File: src/rtl/lvl_fault_pkg.sv
package lvl_fault_pkg;
  localparam int CRIT_ERR   = 0;
  localparam int CRIT_DRIVE = 1;
  localparam int CRIT_POWER = 2;
  localparam int NUM_CRIT   = 3;

  // control -> datapath
  typedef struct packed {
    logic takeCmd;
  } lvlStrobe_t;

  // datapath -> control
  typedef struct packed {
    logic errHigh;
    logic driveHigh;
    logic pwrOff;
    logic cmdChg;
  } lvlCond_t;
endpackage

File: src/rtl/lvl_fault_dp.sv
module lvl_fault_dp
  import lvl_fault_pkg::*;
#(
  parameter int ERR_W = 12,
  parameter int DRV_W = 12,
  parameter int PWR_W = 12
) (
  input  logic                    clk,
  input  logic                    rst_n,
  input  lvlStrobe_t              strobe,
  input  logic signed [ERR_W-1:0] loopErr,
  input  logic [DRV_W-1:0]        driveLevel,
  input  logic [PWR_W-1:0]        pwrMeas,
  input  logic [PWR_W-1:0]        pwrCmd,
  input  logic [ERR_W-1:0]        errThresh,
  input  logic [DRV_W-1:0]        driveMax,
  input  logic [PWR_W-1:0]        pwrTol,
  output lvlCond_t                cond
);
  localparam int EMAG_W = ERR_W + 1;
  localparam int PDIF_W = PWR_W + 1;

  logic signed [EMAG_W-1:0] errExt;
  logic [EMAG_W-1:0]        errMag;
  logic signed [PDIF_W-1:0] pwrDiff;
  logic [PDIF_W-1:0]        pwrMag;
  logic [PWR_W-1:0]         lastCmd;

  always_comb begin
    errExt  = EMAG_W'(loopErr);
    errMag  = errExt[EMAG_W-1] ? EMAG_W'(-errExt) : EMAG_W'(errExt);
    pwrDiff = $signed({1'b0, pwrMeas}) - $signed({1'b0, pwrCmd});
    pwrMag  = pwrDiff[PDIF_W-1] ? PDIF_W'(-pwrDiff) : PDIF_W'(pwrDiff);
  end

  always_ff @(posedge clk or negedge rst_n) begin
    if (!rst_n)              lastCmd <= '0;
    else if (strobe.takeCmd) lastCmd <= pwrCmd;
  end

  assign cond.errHigh   = errMag > {1'b0, errThresh};
  assign cond.driveHigh = driveLevel > driveMax;
  assign cond.pwrOff    = pwrMag > {1'b0, pwrTol};
  assign cond.cmdChg    = pwrCmd != lastCmd;
endmodule

File: src/rtl/lvl_fault_ctrl.sv
module lvl_fault_ctrl
  import lvl_fault_pkg::*;
#(
  parameter int CNT_W = 8
) (
  input  logic                clk,
  input  logic                rst_n,
  input  logic                sampleValid,
  input  logic                clearFault,
  input  logic [CNT_W-1:0]    respTime,
  input  lvlCond_t            cond,
  output lvlStrobe_t          strobe,
  output logic                faultN,
  output logic [NUM_CRIT-1:0] flags
);
  localparam logic [CNT_W-1:0] CNT_MAX = '1;

  logic [CNT_W-1:0]    settleCnt;
  logic                settled;
  logic [NUM_CRIT-1:0] condVec;
  logic [NUM_CRIT-1:0] trip;

  assign strobe.takeCmd = sampleValid;
  assign settled        = settleCnt >= respTime;

  always_comb begin
    condVec             = '0;
    condVec[CRIT_ERR]   = cond.errHigh;
    condVec[CRIT_DRIVE] = cond.driveHigh;
    condVec[CRIT_POWER] = cond.pwrOff && settled && !cond.cmdChg;
  end

  // settling window after a command change
  always_ff @(posedge clk or negedge rst_n) begin
    if (!rst_n)                settleCnt <= '0;
    else if (sampleValid) begin
      if (cond.cmdChg)         settleCnt <= '0;
      else if (!settled)       settleCnt <= settleCnt + 1'b1;
    end
  end

  for (genvar i = 0; i < NUM_CRIT; i++) begin : g_persist
    logic [CNT_W-1:0] runCnt;
    always_ff @(posedge clk or negedge rst_n) begin
      if (!rst_n)            runCnt <= '0;
      else if (clearFault)   runCnt <= '0;
      else if (sampleValid) begin
        if (!condVec[i])     runCnt <= '0;
        else if (runCnt != CNT_MAX) runCnt <= runCnt + 1'b1;
      end
    end
    assign trip[i] = sampleValid && condVec[i] && (runCnt >= respTime);
  end

  always_ff @(posedge clk or negedge rst_n) begin
    if (!rst_n) begin
      faultN <= 1'b1;
      flags  <= '0;
    end else if (clearFault) begin
      faultN <= 1'b1;
      flags  <= '0;
    end else begin
      flags  <= flags | trip;
      faultN <= faultN & ~(|trip);
    end
  end
endmodule

File: src/rtl/lvl_fault_mon.sv
module lvl_fault_mon
  import lvl_fault_pkg::*;
#(
  parameter int ERR_W = 12,
  parameter int DRV_W = 12,
  parameter int PWR_W = 12,
  parameter int CNT_W = 8
) (
  input  logic                    clk,
  input  logic                    rst_n,
  input  logic                    sampleValid,
  input  logic signed [ERR_W-1:0] loopErr,
  input  logic [DRV_W-1:0]        driveLevel,
  input  logic [PWR_W-1:0]        pwrMeas,
  input  logic [PWR_W-1:0]        pwrCmd,
  input  logic [ERR_W-1:0]        errThresh,
  input  logic [DRV_W-1:0]        driveMax,
  input  logic [PWR_W-1:0]        pwrTol,
  input  logic [CNT_W-1:0]        respTime,
  input  logic                    clearFault,
  output logic                    faultN,
  output logic                    flagErr,
  output logic                    flagDrive,
  output logic                    flagPower
);
  lvlStrobe_t          strobe;
  lvlCond_t            cond;
  logic [NUM_CRIT-1:0] flags;

  lvl_fault_dp #(.ERR_W(ERR_W), .DRV_W(DRV_W), .PWR_W(PWR_W)) u_dp (
    .clk(clk), .rst_n(rst_n), .strobe(strobe),
    .loopErr(loopErr), .driveLevel(driveLevel),
    .pwrMeas(pwrMeas), .pwrCmd(pwrCmd),
    .errThresh(errThresh), .driveMax(driveMax), .pwrTol(pwrTol),
    .cond(cond)
  );

  lvl_fault_ctrl #(.CNT_W(CNT_W)) u_ctrl (
    .clk(clk), .rst_n(rst_n), .sampleValid(sampleValid),
    .clearFault(clearFault), .respTime(respTime), .cond(cond),
    .strobe(strobe), .faultN(faultN), .flags(flags)
  );

  assign flagErr   = flags[CRIT_ERR];
  assign flagDrive = flags[CRIT_DRIVE];
  assign flagPower = flags[CRIT_POWER];
endmodule

File: config.mk
export PLATFORM = sky130hd
export DESIGN_NAME = lvl_fault_mon
export DESIGN_NICKNAME = d
export VERILOG_FILES = /design/src/rtl/lvl_fault_pkg.sv /design/src/rtl/lvl_fault_dp.sv /design/src/rtl/lvl_fault_ctrl.sv /design/src/rtl/lvl_fault_mon.sv
export SDC_FILE = /design/constraint.sdc
export NUM_CORES = 1
export LEC_CHECK = 0
export BUFFER_PORTS_ARGS = -buffer_cell sky130_fd_sc_hd__buf_2
export CELL_PAD_IN_SITES_DETAIL_PLACEMENT = 0
export CELL_PAD_IN_SITES_GLOBAL_PLACEMENT = 1
export CORE_MARGIN = 8
export CORE_UTILIZATION = 25
export CTS_BUF_LIST = sky130_fd_sc_hd__clkbuf_8 sky130_fd_sc_hd__clkbuf_16
export CTS_CLUSTER_SIZE = 14
export DETAILED_ROUTE_END_ITERATION = 6
export MAX_ROUTING_LAYER = met4
export PLACE_DENSITY_LB_ADDON = 0.1
export SYNTH_ARGS = -nofsm -noshare
export SYNTH_HDL_FRONTEND = slang
export SYNTH_SLANG_ARGS = --single-unit
export TNS_END_PERCENT = 1
File: constraint.sdc
create_clock -name clk -period 3 [get_ports clk]
set_input_delay 0.3 -clock clk [delete_from_list [all_inputs] [get_ports clk]]
set_output_delay 0.3 -clock clk [all_outputs]
set_load 0.01 [all_outputs]
# Yosys cells after proc, flatten, opt, wreduce, memory -nomap -nowiden
# Index checks and enable logic that the tools add are counted.
# Widths: inputs -> output; s select.
[word_totals]
ff_bits = 48
input_bits = 96
elab_cells = 65
[op_classes]
addsub = 7
order_cmp = 7
eq_ne = 8
mux = 18
bitwise = 3
reduce_logical = 15
[op_table]
columns = ["operator", "n"]
rows = [
  ["$mux 8", 14],
  ["$add 8x1->8 const B", 4],
  ["$ge 8x8->1", 4],
  ["$gt 13x12->1", 2],
  ["$mux 13", 2],
  ["$ne 8x8->1 const B", 3],
  ["$neg 12->13", 1],
  ["$neg 13->13", 1],
  ["$sub 12x12->13", 1],
  ["$gt 12x12->1", 1],
  ["$ne 12x12->1", 1],
  ["$ne 3x3->1 const B", 3],
  ["$logic_and 1x1->1", 8],
  ["$reduce_and 2->1", 4],
  ["$mux 3", 1],
  ["$or 3x3->3", 1],
  ["$reduce_or 3->1", 1],
  ["$ne 2x1->1 const B", 1],
  ["$reduce_bool 2->1", 1],
  ["$and 1x1->1", 1],
  ["$logic_not 1->1", 1],
  ["$mux 1", 1],
  ["$not 1->1", 1],
]

# Logic depth before layout (Yosys ltp)
[depth]
ltp_word = 12
mapped_depth = 19
ltp_nobuf = 19

# Hierarchy
# A second synthesis with hierarchy kept.
[unflattened]
hier_cells = 625
hier_area_um2 = 5407.7
[modules_own_cells]
columns = ["module", "n_inst", "cells_per_inst", "area_per_inst_um2"]
rows = [
  ["lvl_fault_ctrl", 1, 304, 2731.4],
  ["lvl_fault_dp", 1, 321, 2676.3],
]

# Worst setup path after synthesis
# No wires, ideal clock.
[synth_path]
kind = "input -> register"
startpoint = "in pwrMeas[0]"
endpoint = "reg u_ctrl.g_persist[2].runCnt[1]"
setup_time_ns = 0.122
t_arrival_ns = 3.718
path_slack_ns = -0.840
cell_stages = 18
path_buffers = 0
path_cell_list = "inv_1 ha_1 fa_1 and2b_1 o2111ai_2 a31oi_1 nor4_1 a311oi_2 a31oi_1 xnor2_1 ha_1 a22o_1 nor4_1 o211ai_1 and4_1 a41o_1 a31oi_1 o21ai_1"
[synth_between]
elab_chain_len = 9
elab_cells_between_ends = 11
[synth_rtl]
columns = ["item", "line", "rtl"]
rows = [
  ["from (decl)", "lvl_fault_mon.sv:14", "input logic [PWR_W-1:0] pwrMeas,"],
  ["$sub 12x12->13 *", "lvl_fault_dp.sv:32", "pwrDiff = $signed({1'b0, pwrMeas}) - $signed({1'b0, pwrCmd});"],
  ["$neg 13->13", "lvl_fault_dp.sv:33", "pwrMag = pwrDiff[PDIF_W-1] ? PDIF_W'(-pwrDiff) : PDIF_W'(pwrDiff);"],
  ["$mux 13 *", "lvl_fault_dp.sv:33", ""],
  ["$gt 13x12->1 *", "lvl_fault_dp.sv:43", "assign cond.pwrOff = pwrMag > {1'b0, pwrTol};"],
  ["$logic_and 1x1->1 * (2 in series)", "lvl_fault_ctrl.sv:30", "condVec[CRIT_POWER] = cond.pwrOff && settled && !cond.cmdChg;"],
  ["$mux 8", "lvl_fault_ctrl.sv:48", "if (!condVec[i]) runCnt <= '0;"],
  ["$mux 8", "lvl_fault_ctrl.sv:47", "else if (sampleValid) begin"],
  ["$mux 8", "lvl_fault_ctrl.sv:46", "else if (clearFault) runCnt <= '0;"],
  ["to (signal assigned)", "lvl_fault_ctrl.sv:49", "else if (runCnt != CNT_MAX) runCnt <= runCnt + 1'b1;"],
  ["to (decl)", "lvl_fault_ctrl.sv:43", "logic [CNT_W-1:0] runCnt;"],
]
# Mark *: on every way between the ends. The rest lies on a longest branch, timed or not. The select of a mux whose other input is x is not followed.
# A chain may end at the register's enable or synchronous reset.

# Worst setup path after layout
# Same ends and word-level chain as after synthesis.

==> flow_summary.ini <==
[status]
status = finished with violations
violations = setup timing

[cells_and_area]
area_growth_pct = 32.4
final_cell_mix = 97 x buf_2, 85 x ha_1, 81 x buf_4, 73 x inv_1, 47 x dfrtp_1
final_common_cell = buf_2
finalNetCount = 976
diodes = 0
utilization_pct = 33.3
drive_gt1_share_pct = 29.1

[sta]
hold_viol_final = 0
tns_ns = -6.32
worst_pin_slew_ns = 0.920
slew_headroom_pct = 38.3
slew_violations = 0
rsz0062_at_grt = true
post-route-period-util_pct = 123
layout_setup_ws_ns = -0.698
max_freq_mhz = 270
skew_ns = 0.00659
setup_viol = 10
fin_crit_ns = 3.70

[detailed_routing]
drcViolationCount = 0
met3_length_um = 508
firstDrtPassIters = 4
wl_per_cell_um = 15.1
wl_met2_mm = 8.02
met1Wirelength_mm = 7.50
routed_via_density = 4.70
drtAntennaViolNets = 0
finalWirelength_mm = 16.1
via_count = 5024
detail_route.iter0.violations = 116
top_layer = met4

[setup_path]
end_kind = flop
worstPathMaxFanout = 6
cp.arrival_ns = 3.88
r2r_cells = 8
path_class = input port to flop
crit_path_start_kind = input port
required_ns = 3.18
r2r_slack_ns = 0.56

[yosys]
syn_avg_cell_area_um2 = 8.43
synthArstFlopShare_pct = 100
ys.flop_type = dfrtp_1
yosysWarnings = 0
synth_cell_types = 67
ys_seq_area_share_pct = 23.0
syn_nets = 803
synth_edf_count = 0
syn_area_um2 = 5230
syn_inst = 620
ys_seq_elements = 48

[power_and_ir_drop]
pwr-share-comb_pct = 41.4
pwr-share-clk_pct = 29.0
ir_worst_vdd_v = 0.000263
sw_frac_of_total_pct = 32.9
p_int_mw = 1.54
seqPwrFrac_pct = 29.6
p_leak_nw = 3.51
switching_power_mw = 0.757
power.density_nw_per_um2 = 332

[global_route]
grt_pass1_vias = 5377
grt_start_max_net_pins = 37
antenna_found_initial = 0
grt_pass1_wl_mm = 26.7
track_usage_pct = 12.9
gr-total-overflow = 0

[cts]
htree_levels = 2
cts_made_buffers = 5
path_clk_slew_ns = 0.07
clock_tree.buffer_depth = 2
clkSinkCount = 48
clkLatencyLatePin_ns = 0.29
hold_buffers = 0
cts-root-buf = clkbuf_16
cts_tree = yes

[place]
detailed_place_hpwl_mm = 13.5
port-buffer-count = 99
place.gp.congestion = 0.797

[floorplanning]
chipWidth_um = 161
start_util_pct = 25.2
io_pins = 100
dieArea_um2 = 25800
core_area_um2 = 20800
rows = 53
die_h_um = 161

[run]
drv_cap = 0

[hold_path]
min_path_type = input port to async pin
[Yosys cell counts (4+ instances only)]
library cell / n / area (um2)
clkbuf_1: 11 / 41.3
mux2_2: 14 / 158
nand2_1: 36 / 135
a31oi_1: 7 / 43.8
ha_1: 86 / 1080
nor2b_1: 5 / 31.3
nand4_1: 14 / 87.6
nor3_1: 8 / 40.0
o2111ai_1: 4 / 35.0
dfrtp_1: 47 / 1180
a211oi_1: 8 / 60.1
nand2b_1: 5 / 31.3
a21o_1: 16 / 120
o21a_1: 12 / 90.1
a21boi_0: 6 / 45.0
nor2_1: 39 / 146
nor4_1: 6 / 37.5
and3_1: 17 / 106
nand3_1: 16 / 80.1
o31ai_1: 8 / 60.1
o211ai_1: 6 / 45.0
o21ai_0: 30 / 150
inv_1: 74 / 278
xnor2_1: 21 / 184
and2_1: 4 / 25.0
and4_1: 4 / 35.0
a21oi_1: 39 / 195
xor2_1: 28 / 245
[registers in the layout, indices dropped and copies added (netlist names)]
signal                   flops
u_ctrl.g_persist.runCnt     24
u_ctrl.faultN                1
u_dp.lastCmd                12
u_ctrl.flags                 3
u_ctrl.settleCnt             8
[worst paths after layout]
| path | startpoint | to |
|---|---|---|
| max | pwrMeas[0] | u_ctrl.g_persist[2].runCnt[1] |
| min | rst_n | u_ctrl.flags[2] |
| max reg2reg | u_ctrl.settleCnt[4] | u_ctrl.settleCnt[6] |
| min reg2reg | u_ctrl.flags[2] | u_ctrl.flags[2] |
| max in group asynchronous | rst_n | u_ctrl.g_persist[1].runCnt[6] |
| min in group clk | pwrCmd[6] | u_dp.lastCmd[6] |
[logic make-up after synthesis]
group | Yosys count | share of synthesized area, %
and+or+nand+nor | 167 | 16.5
AOI/OAI and AO/OA | 165 | 21.6
DFF | 48 | 23.0
xor gates and xnor gates | 49 | 8.21
buffers and inverters | 89 | 6.47
muxes | 15 | 3.21
adders and majority gates | 87 | 21.0
[stage by stage]
step	instances	area, um2	power, mW	hold slack [ns]	setup slack [ns]
final	1069	6920	2.30	0.139	-0.698
after global routing	1069	6920	2.47	0.222	-0.908
after CTS	1068	6860	2.32	0.182	-0.742
after detailed placement	1057	6600	1.61	0.474	-1.17
after global placement	1057	6600	1.60	0.473	-1.04
after floorplan	620	5230	1.23	0.00441	-0.779
[critical path, stage by stage]
cell,delay [ns]
buf_6,0.10
inv_4,0.04
ha_4,0.13
fa_2,0.20
and2b_2,0.24
o2111ai_4,0.29
nand3_2,0.11
a311o_2,0.44
buf_12,0.15
nor2_1,0.12
xor2_1,0.09
ha_1,0.29
and3_1,0.15
nand3_1,0.13
o32a_1,0.38
and4_1,0.20
a41o_2,0.29
a31oi_1,0.15
o21ai_1,0.07
[power by group through the flow]
stage / logic, mW / registers, mW / clock network (mW)
after floorplan: 0.540 / 0.691 / 0
after global placement: 0.903 / 0.693 / 0
after detailed placement: 0.916 / 0.694 / 0
after CTS: 0.952 / 0.681 / 0.686
after global routing: 1.08 / 0.684 / 0.704
final: 0.951 / 0.681 / 0.667
[final cells by class]
cell class                      instances  area, um2
Clock buffer                            5        125
Clock inverter                          3       46.3
Fill cell                            2214      13800
Inverter                               74        280
Multi-Input combinational cell        483       3790
Sequential cell                        48       1200
Tap cell                              275        344
Timing Repair Buffer                  181       1140
[timing repair]
| item | in CTS | in global routing |
|---|---|---|
| setup buffers | 3 | 1 |
| pin swaps | 15 | 9 |
| setup endpoints to repair | 10 | 17 |
| endpoints found under the hold margin | 0 | 0 |
| resized for setup | 15 | 9 |
[metal layers]
layer | GRT usage [%] | vias to the layer above
li1 | - | 2585
met1 | 15.7 | 2357
met2 | 22.7 | 77
met3 | 1.71 | 5
met4 | 2.12 | 0
met5 | - | -
No activity file was read; power rests on OpenSTA's default activity.
